## config.mk

```make
export PLATFORM = sky130hd
export DESIGN_NAME = asr_unit
export DESIGN_NICKNAME = d
export VERILOG_FILES = /design/src/rtl/asr_pkg.sv /design/src/rtl/asr_decode.sv /design/src/rtl/asr_shifter.sv /design/src/rtl/asr_flags.sv /design/src/rtl/asr_unit.sv
export SDC_FILE = /design/constraint.sdc
export NUM_CORES = 1
export LEC_CHECK = 0
export ABC_AREA = 0
export BUFFER_PORTS_ARGS = -buffer_cell sky130_fd_sc_hd__buf_2
export CAP_MARGIN = 5
export CORE_MARGIN = 5
export CORE_UTILIZATION = 23
export DETAILED_ROUTE_END_ITERATION = 6
export PLACE_DENSITY = 0.37
export SLEW_MARGIN = 10
export SYNTH_ARGS = -nofsm -noshare
export SYNTH_HDL_FRONTEND = slang
export SYNTH_SLANG_ARGS = --single-unit
```

## constraint.sdc

```tcl
create_clock -name clk_i -period 0.8 [get_ports clk_i]
set_input_delay 0.04 -clock clk_i [delete_from_list [all_inputs] [get_ports clk_i]]
set_output_delay 0.04 -clock clk_i [all_outputs]
set_load 0.005 [all_outputs]
```

## src/rtl/asr_pkg.sv

```systemverilog
package asr_pkg;
  localparam int unsigned DATA_W  = 32;
  localparam int unsigned BYTE_W  = 8;
  localparam int unsigned WORD_W  = 16;
  localparam int unsigned CNT_W   = 6;
  localparam int unsigned IMM_W   = 3;
  localparam int unsigned REG_W   = 3;
  localparam int unsigned INSTR_W = 16;

  typedef enum logic [1:0] {
    SZ_BYTE  = 2'b00,
    SZ_WORD  = 2'b01,
    SZ_LONG  = 2'b10,
    SZ_FIXED = 2'b11
  } size_code_e;

  typedef enum logic [1:0] {
    OP_8  = 2'd0,
    OP_16 = 2'd1,
    OP_32 = 2'd2
  } op_size_e;

  typedef struct packed {
    logic x;
    logic n;
    logic z;
    logic v;
    logic c;
  } ccr_t;
endpackage

```

## src/rtl/asr_decode.sv

```systemverilog
module asr_decode
  import asr_pkg::*;
(
  input  logic [INSTR_W-1:0] instr_i,
  input  logic [DATA_W-1:0]  cnt_reg_i,
  output op_size_e           op_size_o,
  output logic [CNT_W-1:0]   cnt_o,
  output logic [REG_W-1:0]   rd_o
);
  localparam int unsigned CNT_F_LSB = 9;
  localparam int unsigned SZ_F_LSB  = 6;
  localparam int unsigned IR_BIT    = 5;

  size_code_e         sz_code;
  logic               use_reg;
  logic [IMM_W-1:0]   imm_field;
  logic [CNT_W-1:0]   imm_cnt;
  logic               unused_bits;

  assign sz_code   = size_code_e'(instr_i[SZ_F_LSB +: 2]);
  assign use_reg   = instr_i[IR_BIT];
  assign imm_field = instr_i[CNT_F_LSB +: IMM_W];
  assign rd_o      = instr_i[REG_W-1:0];

  // field value zero encodes the largest immediate count
  assign imm_cnt = (imm_field == '0) ? CNT_W'(1 << IMM_W) : CNT_W'(imm_field);

  always_comb begin
    unique case (sz_code)
      SZ_BYTE:  op_size_o = OP_8;
      SZ_WORD:  op_size_o = OP_16;
      SZ_LONG:  op_size_o = OP_32;
      default:  op_size_o = OP_16;
    endcase
  end

  always_comb begin
    if (sz_code == SZ_FIXED) cnt_o = CNT_W'(1);
    else if (use_reg)        cnt_o = cnt_reg_i[CNT_W-1:0];
    else                     cnt_o = imm_cnt;
  end

  assign unused_bits = ^{instr_i[INSTR_W-1:CNT_F_LSB+IMM_W], instr_i[8],
                         instr_i[IR_BIT-1:REG_W], cnt_reg_i[DATA_W-1:CNT_W]};
endmodule

```

## src/rtl/asr_shifter.sv

```systemverilog
module asr_shifter
  import asr_pkg::*;
#(
  parameter int unsigned W = DATA_W
) (
  input  logic [W-1:0]     opnd_i,
  input  op_size_e         op_size_i,
  input  logic [CNT_W-1:0] cnt_i,
  output logic [W-1:0]     merged_o,
  output logic             carry_o
);
  localparam int unsigned EXT_W = 2 * W;

  logic             sign;
  logic [EXT_W-1:0] ext;
  logic [EXT_W-1:0] shifted;
  logic [CNT_W-1:0] cnt_m1;

  always_comb begin
    unique case (op_size_i)
      OP_8:    sign = opnd_i[BYTE_W-1];
      OP_16:   sign = opnd_i[WORD_W-1];
      default: sign = opnd_i[W-1];
    endcase
  end

  // sign-extend the active slice to twice the width so any count up to 63 indexes it
  always_comb begin
    unique case (op_size_i)
      OP_8:    ext = {{(EXT_W-BYTE_W){sign}}, opnd_i[BYTE_W-1:0]};
      OP_16:   ext = {{(EXT_W-WORD_W){sign}}, opnd_i[WORD_W-1:0]};
      default: ext = {{(EXT_W-W){sign}}, opnd_i};
    endcase
  end

  assign shifted = EXT_W'($signed(ext) >>> cnt_i);
  assign cnt_m1  = cnt_i - CNT_W'(1);
  assign carry_o = (cnt_i == '0) ? 1'b0 : ext[cnt_m1];

  always_comb begin
    unique case (op_size_i)
      OP_8:    merged_o = {opnd_i[W-1:BYTE_W], shifted[BYTE_W-1:0]};
      OP_16:   merged_o = {opnd_i[W-1:WORD_W], shifted[WORD_W-1:0]};
      default: merged_o = shifted[W-1:0];
    endcase
  end
endmodule

```

## src/rtl/asr_flags.sv

```systemverilog
module asr_flags
  import asr_pkg::*;
#(
  parameter int unsigned W = DATA_W
) (
  input  logic [W-1:0] merged_i,
  input  op_size_e     op_size_i,
  input  logic         cnt_zero_i,
  input  logic         carry_i,
  input  logic         x_i,
  input  logic         c_i,
  output ccr_t         ccr_o
);
  logic msb;
  logic is_zero;

  always_comb begin
    unique case (op_size_i)
      OP_8: begin
        msb     = merged_i[BYTE_W-1];
        is_zero = (merged_i[BYTE_W-1:0] == '0);
      end
      OP_16: begin
        msb     = merged_i[WORD_W-1];
        is_zero = (merged_i[WORD_W-1:0] == '0);
      end
      default: begin
        msb     = merged_i[W-1];
        is_zero = (merged_i == '0);
      end
    endcase
  end

  always_comb begin
    ccr_o.n = msb;
    ccr_o.z = is_zero;
    ccr_o.v = 1'b0;  // sign refill never alters the top bit
    ccr_o.x = cnt_zero_i ? x_i : carry_i;
    ccr_o.c = cnt_zero_i ? c_i : carry_i;
  end
endmodule

```

## src/rtl/asr_unit.sv

```systemverilog
module asr_unit
  import asr_pkg::*;
(
  input  logic               clk_i,
  input  logic               rst_ni,
  input  logic               valid_i,
  input  logic [INSTR_W-1:0] instr_i,
  input  logic [DATA_W-1:0]  dest_i,
  input  logic [DATA_W-1:0]  cnt_reg_i,
  input  logic               x_i,
  input  logic               c_i,
  output logic               valid_o,
  output logic [DATA_W-1:0]  result_o,
  output logic [REG_W-1:0]   rd_o,
  output logic               x_o,
  output logic               n_o,
  output logic               z_o,
  output logic               v_o,
  output logic               c_o
);
  op_size_e          op_size;
  logic [CNT_W-1:0]  cnt;
  logic [REG_W-1:0]  rd_d;
  logic [DATA_W-1:0] merged;
  logic              carry;
  ccr_t              ccr_d;
  ccr_t              ccr_q;

  asr_decode u_dec (
    .instr_i   (instr_i),
    .cnt_reg_i (cnt_reg_i),
    .op_size_o (op_size),
    .cnt_o     (cnt),
    .rd_o      (rd_d)
  );

  asr_shifter #(.W(DATA_W)) u_shf (
    .opnd_i    (dest_i),
    .op_size_i (op_size),
    .cnt_i     (cnt),
    .merged_o  (merged),
    .carry_o   (carry)
  );

  asr_flags #(.W(DATA_W)) u_flg (
    .merged_i   (merged),
    .op_size_i  (op_size),
    .cnt_zero_i (cnt == '0),
    .carry_i    (carry),
    .x_i        (x_i),
    .c_i        (c_i),
    .ccr_o      (ccr_d)
  );

  always_ff @(posedge clk_i or negedge rst_ni) begin
    if (!rst_ni) valid_o <= 1'b0;
    else         valid_o <= valid_i;
  end

  always_ff @(posedge clk_i or negedge rst_ni) begin
    if (!rst_ni) begin
      result_o <= '0;
      rd_o     <= '0;
      ccr_q    <= '0;
    end else if (valid_i) begin
      result_o <= merged;
      rd_o     <= rd_d;
      ccr_q    <= ccr_d;
    end
  end

  assign x_o = ccr_q.x;
  assign n_o = ccr_q.n;
  assign z_o = ccr_q.z;
  assign v_o = ccr_q.v;
  assign c_o = ccr_q.c;
endmodule

```

After elaboration in Yosys (flattened, before gate mapping)
Cells that the tools add are included.
Storage, ports and cells
  register bits after elaboration: 40
  bits of input ports: 85
  output and inout bits: 41
Operators by class
  add/sub/neg operators: 1
  $lt $le $gt $ge: 1
  equal/unequal tests: 3
  shift-type cells: 1
  mux-type cells: 13
  reduce and logical (&&, ||, !) cells: 7
Operators by type and width (count)
  $pmux 32 s2: 2
  $sshr 33x6->32: 1
  $logic_not 32->1: 1
  $logic_not 16->1: 1
  $mux 6: 2
  $logic_not 8->1: 1
  $lt 6x7->1 const B: 1
  $bmux 1 s6: 1
  $logic_not 6->1: 1
  $pmux 1 s2: 3
  $sub 6x1->6 const B: 1
  $eq 2x2->1 const B: 2
  $logic_not 2->1: 2
  $mux 4: 1
  $pmux 2 s2: 1
  $logic_not 3->1: 1
  $mux 1: 3
  $eq 2x1->1 const B: 1

Longest topological paths before layout
  depth after elaboration: 9
  mapped depth: 16
  gate-level depth less buffers: 12

Hierarchy
Synthesis repeated with hierarchy kept, for this count alone.
Unflattened totals
  cell total of the unflattened synthesis: 546
  area, all modules: 4902.2 µm²
By module, submodules not included
  asr_shifter: instances 1, cells an instance 416, area each 3076.7 µm²
  asr_unit: instances 1, cells an instance 87, area each 1517.7 µm²
  asr_flags: instances 1, cells an instance 25, area each 182.7 µm²
  asr_decode: instances 1, cells an instance 18, area each 125.1 µm²

Worst setup path before layout
Ideal clock, no wire load.
  path type: input to register
  start point: in instr_i[5]
  end point: reg ccr_q, in the netlist c_o
  arrival time: 2673 ps
  path slack: -2007 ps
  stages on the path: 16
  buffers on the path: 4
  cell sequence: buf_6 -> mux2i_1 -> nand2_1 -> inv_2 -> buf_2 -> buf_2 -> ha_1 -> xnor2_1 -> clkbuf_1 -> nand3_1 -> o311a_1 -> o211a_1 -> o31ai_1 -> mux2i_1 -> o2111ai_1 -> o21ai_0
Between the ends
  longest elaborated chain between the ends: 6
Ends and longest elaborated chain
  start, declared: line asr_unit.sv:7  | input logic [INSTR_W-1:0] instr_i,
  $mux 6 (*): line asr_decode.sv:39  | else if (use_reg) cnt_o = cnt_reg_i[CNT_W-1:0];
  $mux 6 (*): line asr_decode.sv:38  | if (sz_code == SZ_FIXED) cnt_o = CNT_W'(1);
  $sub 6x1->6: line asr_shifter.sv:37  | assign cnt_m1 = cnt_i - CNT_W'(1);
  $bmux 1 s6: line asr_shifter.sv:38  | assign carry_o = (cnt_i == '0) ? 1'b0 : ext[cnt_m1];
  $mux 1 (not written as such): line asr_shifter.sv:38
  $mux 1 (*): line asr_flags.sv:39  | ccr_o.c = cnt_zero_i ? c_i : carry_i;
  end signal, assigned: line asr_unit.sv:68  | ccr_q <= ccr_d;
  end, declared: line asr_unit.sv:27  | ccr_t ccr_q;
Mark *: on every way between the ends. The rest lies on a longest branch, timed or not. The select of a mux whose other input is x is not followed.
A chain may end at the register's enable or synchronous reset.

Worst setup path after layout
  start point: in instr_i[5]
  end point: reg ccr_q, in the netlist z_o
Between the ends
  longest elaborated chain between the ends: 6
Ends and longest elaborated chain
  $mux 6 (*): line asr_decode.sv:39
  $mux 6 (*): line asr_decode.sv:38
  $sshr 33x6->32 (*): line asr_shifter.sv:36  | assign shifted = EXT_W'($signed(ext) >>> cnt_i);
  $pmux 32 s2 (*): line asr_shifter.sv:41  | unique case (op_size_i)
  $logic_not 32->1 (tied with other cells): line asr_flags.sv:29  | is_zero = (merged_i == '0);
  $pmux 1 s2 (*): line asr_flags.sv:18  | unique case (op_size_i)
Mark *: on every way between the ends. The rest lies on a longest branch, timed or not.

==> flow_summary.ini <==
[global_routing]
grt_pass1_wl_mm = 43.78
grt.overflow.total = 0
grt_pass1_vias = 7312
grt_max_degree = 51
antenna_found_initial = 0
globalRouteTotalUtil_pct = 24.08

[route]
drt-total-wl_mm = 29.72
drt_iter0_drc = 486
postRouteAntennaNets = 0
vias = 7140
first_pass_iters = 5
vias_per_cell = 5.413
drc_errors = 0
wl_per_cell_microns = 22.53

[clock_network]
cts_tree = yes
htreeDepth = 2
clk_latency_ns = 0.29
path_clk_slew_ns = 0.06
cts.sinks = 40
cts.path.max_buffers = 2
numCtsBuffers = 5
clockRootBuffer = clkbuf_16

[setup_path]
endpoint_kind = register
worstSetupStartpointType = input pin
reg2reg_to = result_o[7]
reg2reg_depth = 3
cp_top_family = buffers and inverters
cp_max_fo = 10
r2r_slack_ns = 0.01
reg2reg_from = result_o[7]
arrival_ns = 2.72
max_stage_delay_ns = 0.34
path_cells = buf_12 -> buf_4 -> buf_6 -> mux2i_1 -> or2_1 -> buf_12 -> buf_4 -> a21oi_1 -> a311oi_1 -> buf_4 -> nor3_4 -> nor3_2 -> nand4_1 -> or3_1 -> o32ai_2
crit_top_cell = buf_4
critical_path_required_ns = 0.99
path_buf_inv = 6
critical-path-slowest-cell = or3_1
path_class = in -> reg

[sta]
tightestPinTransition_ns = 0.5607
rsz0062_at_grt = yes
finalSetupTns_ns = -45.89
setup_viol = 75
period_minus_slack_ns = 2.533
drv_slew = 0
maxSlewHeadroom_pct = 62.48
finalHoldViolations = 0
finalCritPeriodShare_pct = 316.6
finalClockSkew_ns = 0
fin_hold_ws_ns = 0.04895
max_freq_mhz = 394.9
fin_ws_ns = -1.733

[logic_synthesis]
ys_seq_area_share_pct = 21.46
ys.flop_type = dfrtp_1
synth_edf_count = 0
ys_seq_elements = 40
synthCells = 627
netlist_area_sq_um = 4663
yosys_warnings = 0
async_reset_ff_share_pct = 100.0
synth_fp_nets = 714
synth_cell_types = 80
syn_area_per_cell_sq_um = 7.437

[placement]
io_buffers = 91
gp_congestion = 0.9392
hpwl_mm = 22.74
dp_slack_ns = -2.317

[floorplan]
design.core.area_sq_um = 20100
die_w_microns = 152.4
fp-row-count = 52
fp.dieArea_sq_um = 23220
start_util_pct = 23.20
pin_count = 126
fp.dieH_microns = 152.4

[worst_hold_path]
hp-class = in -> reg
worstHoldPathCells = 3
min_from = x_i
hold_end = x_o

[layout]
area_delta_synth_final_pct = 119.5
fillers = 1925
antennaDiodeCount = 0
seq_area_sq_um = 1001
drive_gt1_share_pct = 68.64
final_nets = 1135
multi_input_area_sq_um = 4936

[power]
finalPower_w = 0.01360
p_leak_nw = 4.370
ir_drop_mv = 0.7250
power.density_nw_per_um2 = 1329

[outcome]
outcome = finished, violations left
failed_checks = negative setup slack

[flow_run]
max-cap-violations = 0
[flip-flops by register name (all words and copies together) (netlist names)]
name,cells
c_o,1
n_o,1
rd_o,3
result_o,32
valid_o,1
x_o,1
z_o,1
[cell usage in the layout (no fill, tap or decap), drive strengths merged, types with 9 or more instances in the layout]
cell     synthesis  final
buf             27    460
nor2            79     79
nand2           64     64
o21ai           56     56
a21oi           48     48
dfrtp           40     40
mux2i           28     28
nor3            25     25
nand3           21     21
a211oi          21     21
mux2            17     17
o22ai           13     13
a22oi           12     12
a31oi           11     11
inv             10      9
a2111oi          9      9
[logic make-up after synthesis]
group                      after synthesis  share of synthesized area (%)
AOI/OAI and AO/OA                      237                          34.64
xor gates and xnor gates                 4                         0.7514
adders and majority gates                2                         0.5365
buffers and inverters                   60                          5.930
DFF                                     40                          21.46
muxes                                   51                          13.44
other                                    1                        0.08042
and+or+nand+nor                        232                          23.16
[tightest hold or removal path: stages]
cell and delay (ns):
buf_2 0.08, a31oi_1 0.07, o21ai_1 0.11
[stage by stage]
stage               utilization [%]  cells  cell area (sq um)
finish                        50.91   1319              10240
global route                  50.91   1319              10240
CTS                           47.61   1293               9572
detailed placement            38.22   1225               7685
global placement              38.22   1225               7685
floorplan                         -    627               4941
[area by class of cell]
class                   instances  area share (%)
inverters                      10          0.4767
clock inverters                 3          0.1834
flip-flops and latches         40           9.779
multi-input cells             527           48.22
clock buffers                   5           1.222
repair buffers                464           36.82
well taps                     270           3.300
[synth_stat cells, types with 7 or more instances]
cell	n	area, sq um
mux2_2	15	168.9
dfrtp_1	40	1001
a22oi_1	11	82.58
o21ai_0	50	250.2
buf_2	18	90.09
o22ai_1	13	81.33
nor3_1	23	115.1
inv_1	8	30.03
mux2i_1	27	270.3
a31oi_1	11	68.82
nand2_1	63	236.5
clkbuf_1	23	86.33
and2_1	7	43.79
a21oi_1	48	240.2
or3_1	7	43.79
a211oi_1	19	142.6
nor2_1	76	285.3
nand3_1	21	105.1
[power breakdown]
part | leakage, nW | internal, W | total, W | switching, W
sequential | 0.465 | 0.00232 | 0.00246 | 0.000143
combinational | 3.83 | 0.00464 | 0.00913 | 0.00449
clock | 0.0736 | 0.00115 | 0.00201 | 0.000863
[what timing repair did]
action,CTS,global route
pin swaps,75,53
gates cloned,1,0
setup buffers,65,42
gates resized for setup,284,89
endpoints found under the hold margin,43,0
setup endpoints to repair,75,75
hold buffers,4,0
[worst max-delay path by stage]
stage                     slack [ns]  cells past startpoint        from  endpoint
after global placement         -2.37                     17  instr_i[5]       z_o
after global routing           -1.84                     14  instr_i[5]       z_o
after CTS                      -1.70                     13  instr_i[5]       z_o
after detailed placement       -2.32                     17  instr_i[5]       z_o
final                          -1.73                     15  instr_i[5]       z_o
after floorplan                -1.65                     16  instr_i[5]       c_o
[routing by layer]
| layer | up-vias | wire, microns | GRT usage [%] |
|---|---|---|---|
| met5 | - | 0 | 0 |
| met2 | 269 | 14030 | 40.26 |
| met4 | 0 | 1275 | 8.690 |
| li1 | 3246 | - | - |
| met3 | 73 | 1584 | 3.749 |
| met1 | 3552 | 12830 | 31.51 |
(Power assumes the default switching activity.)
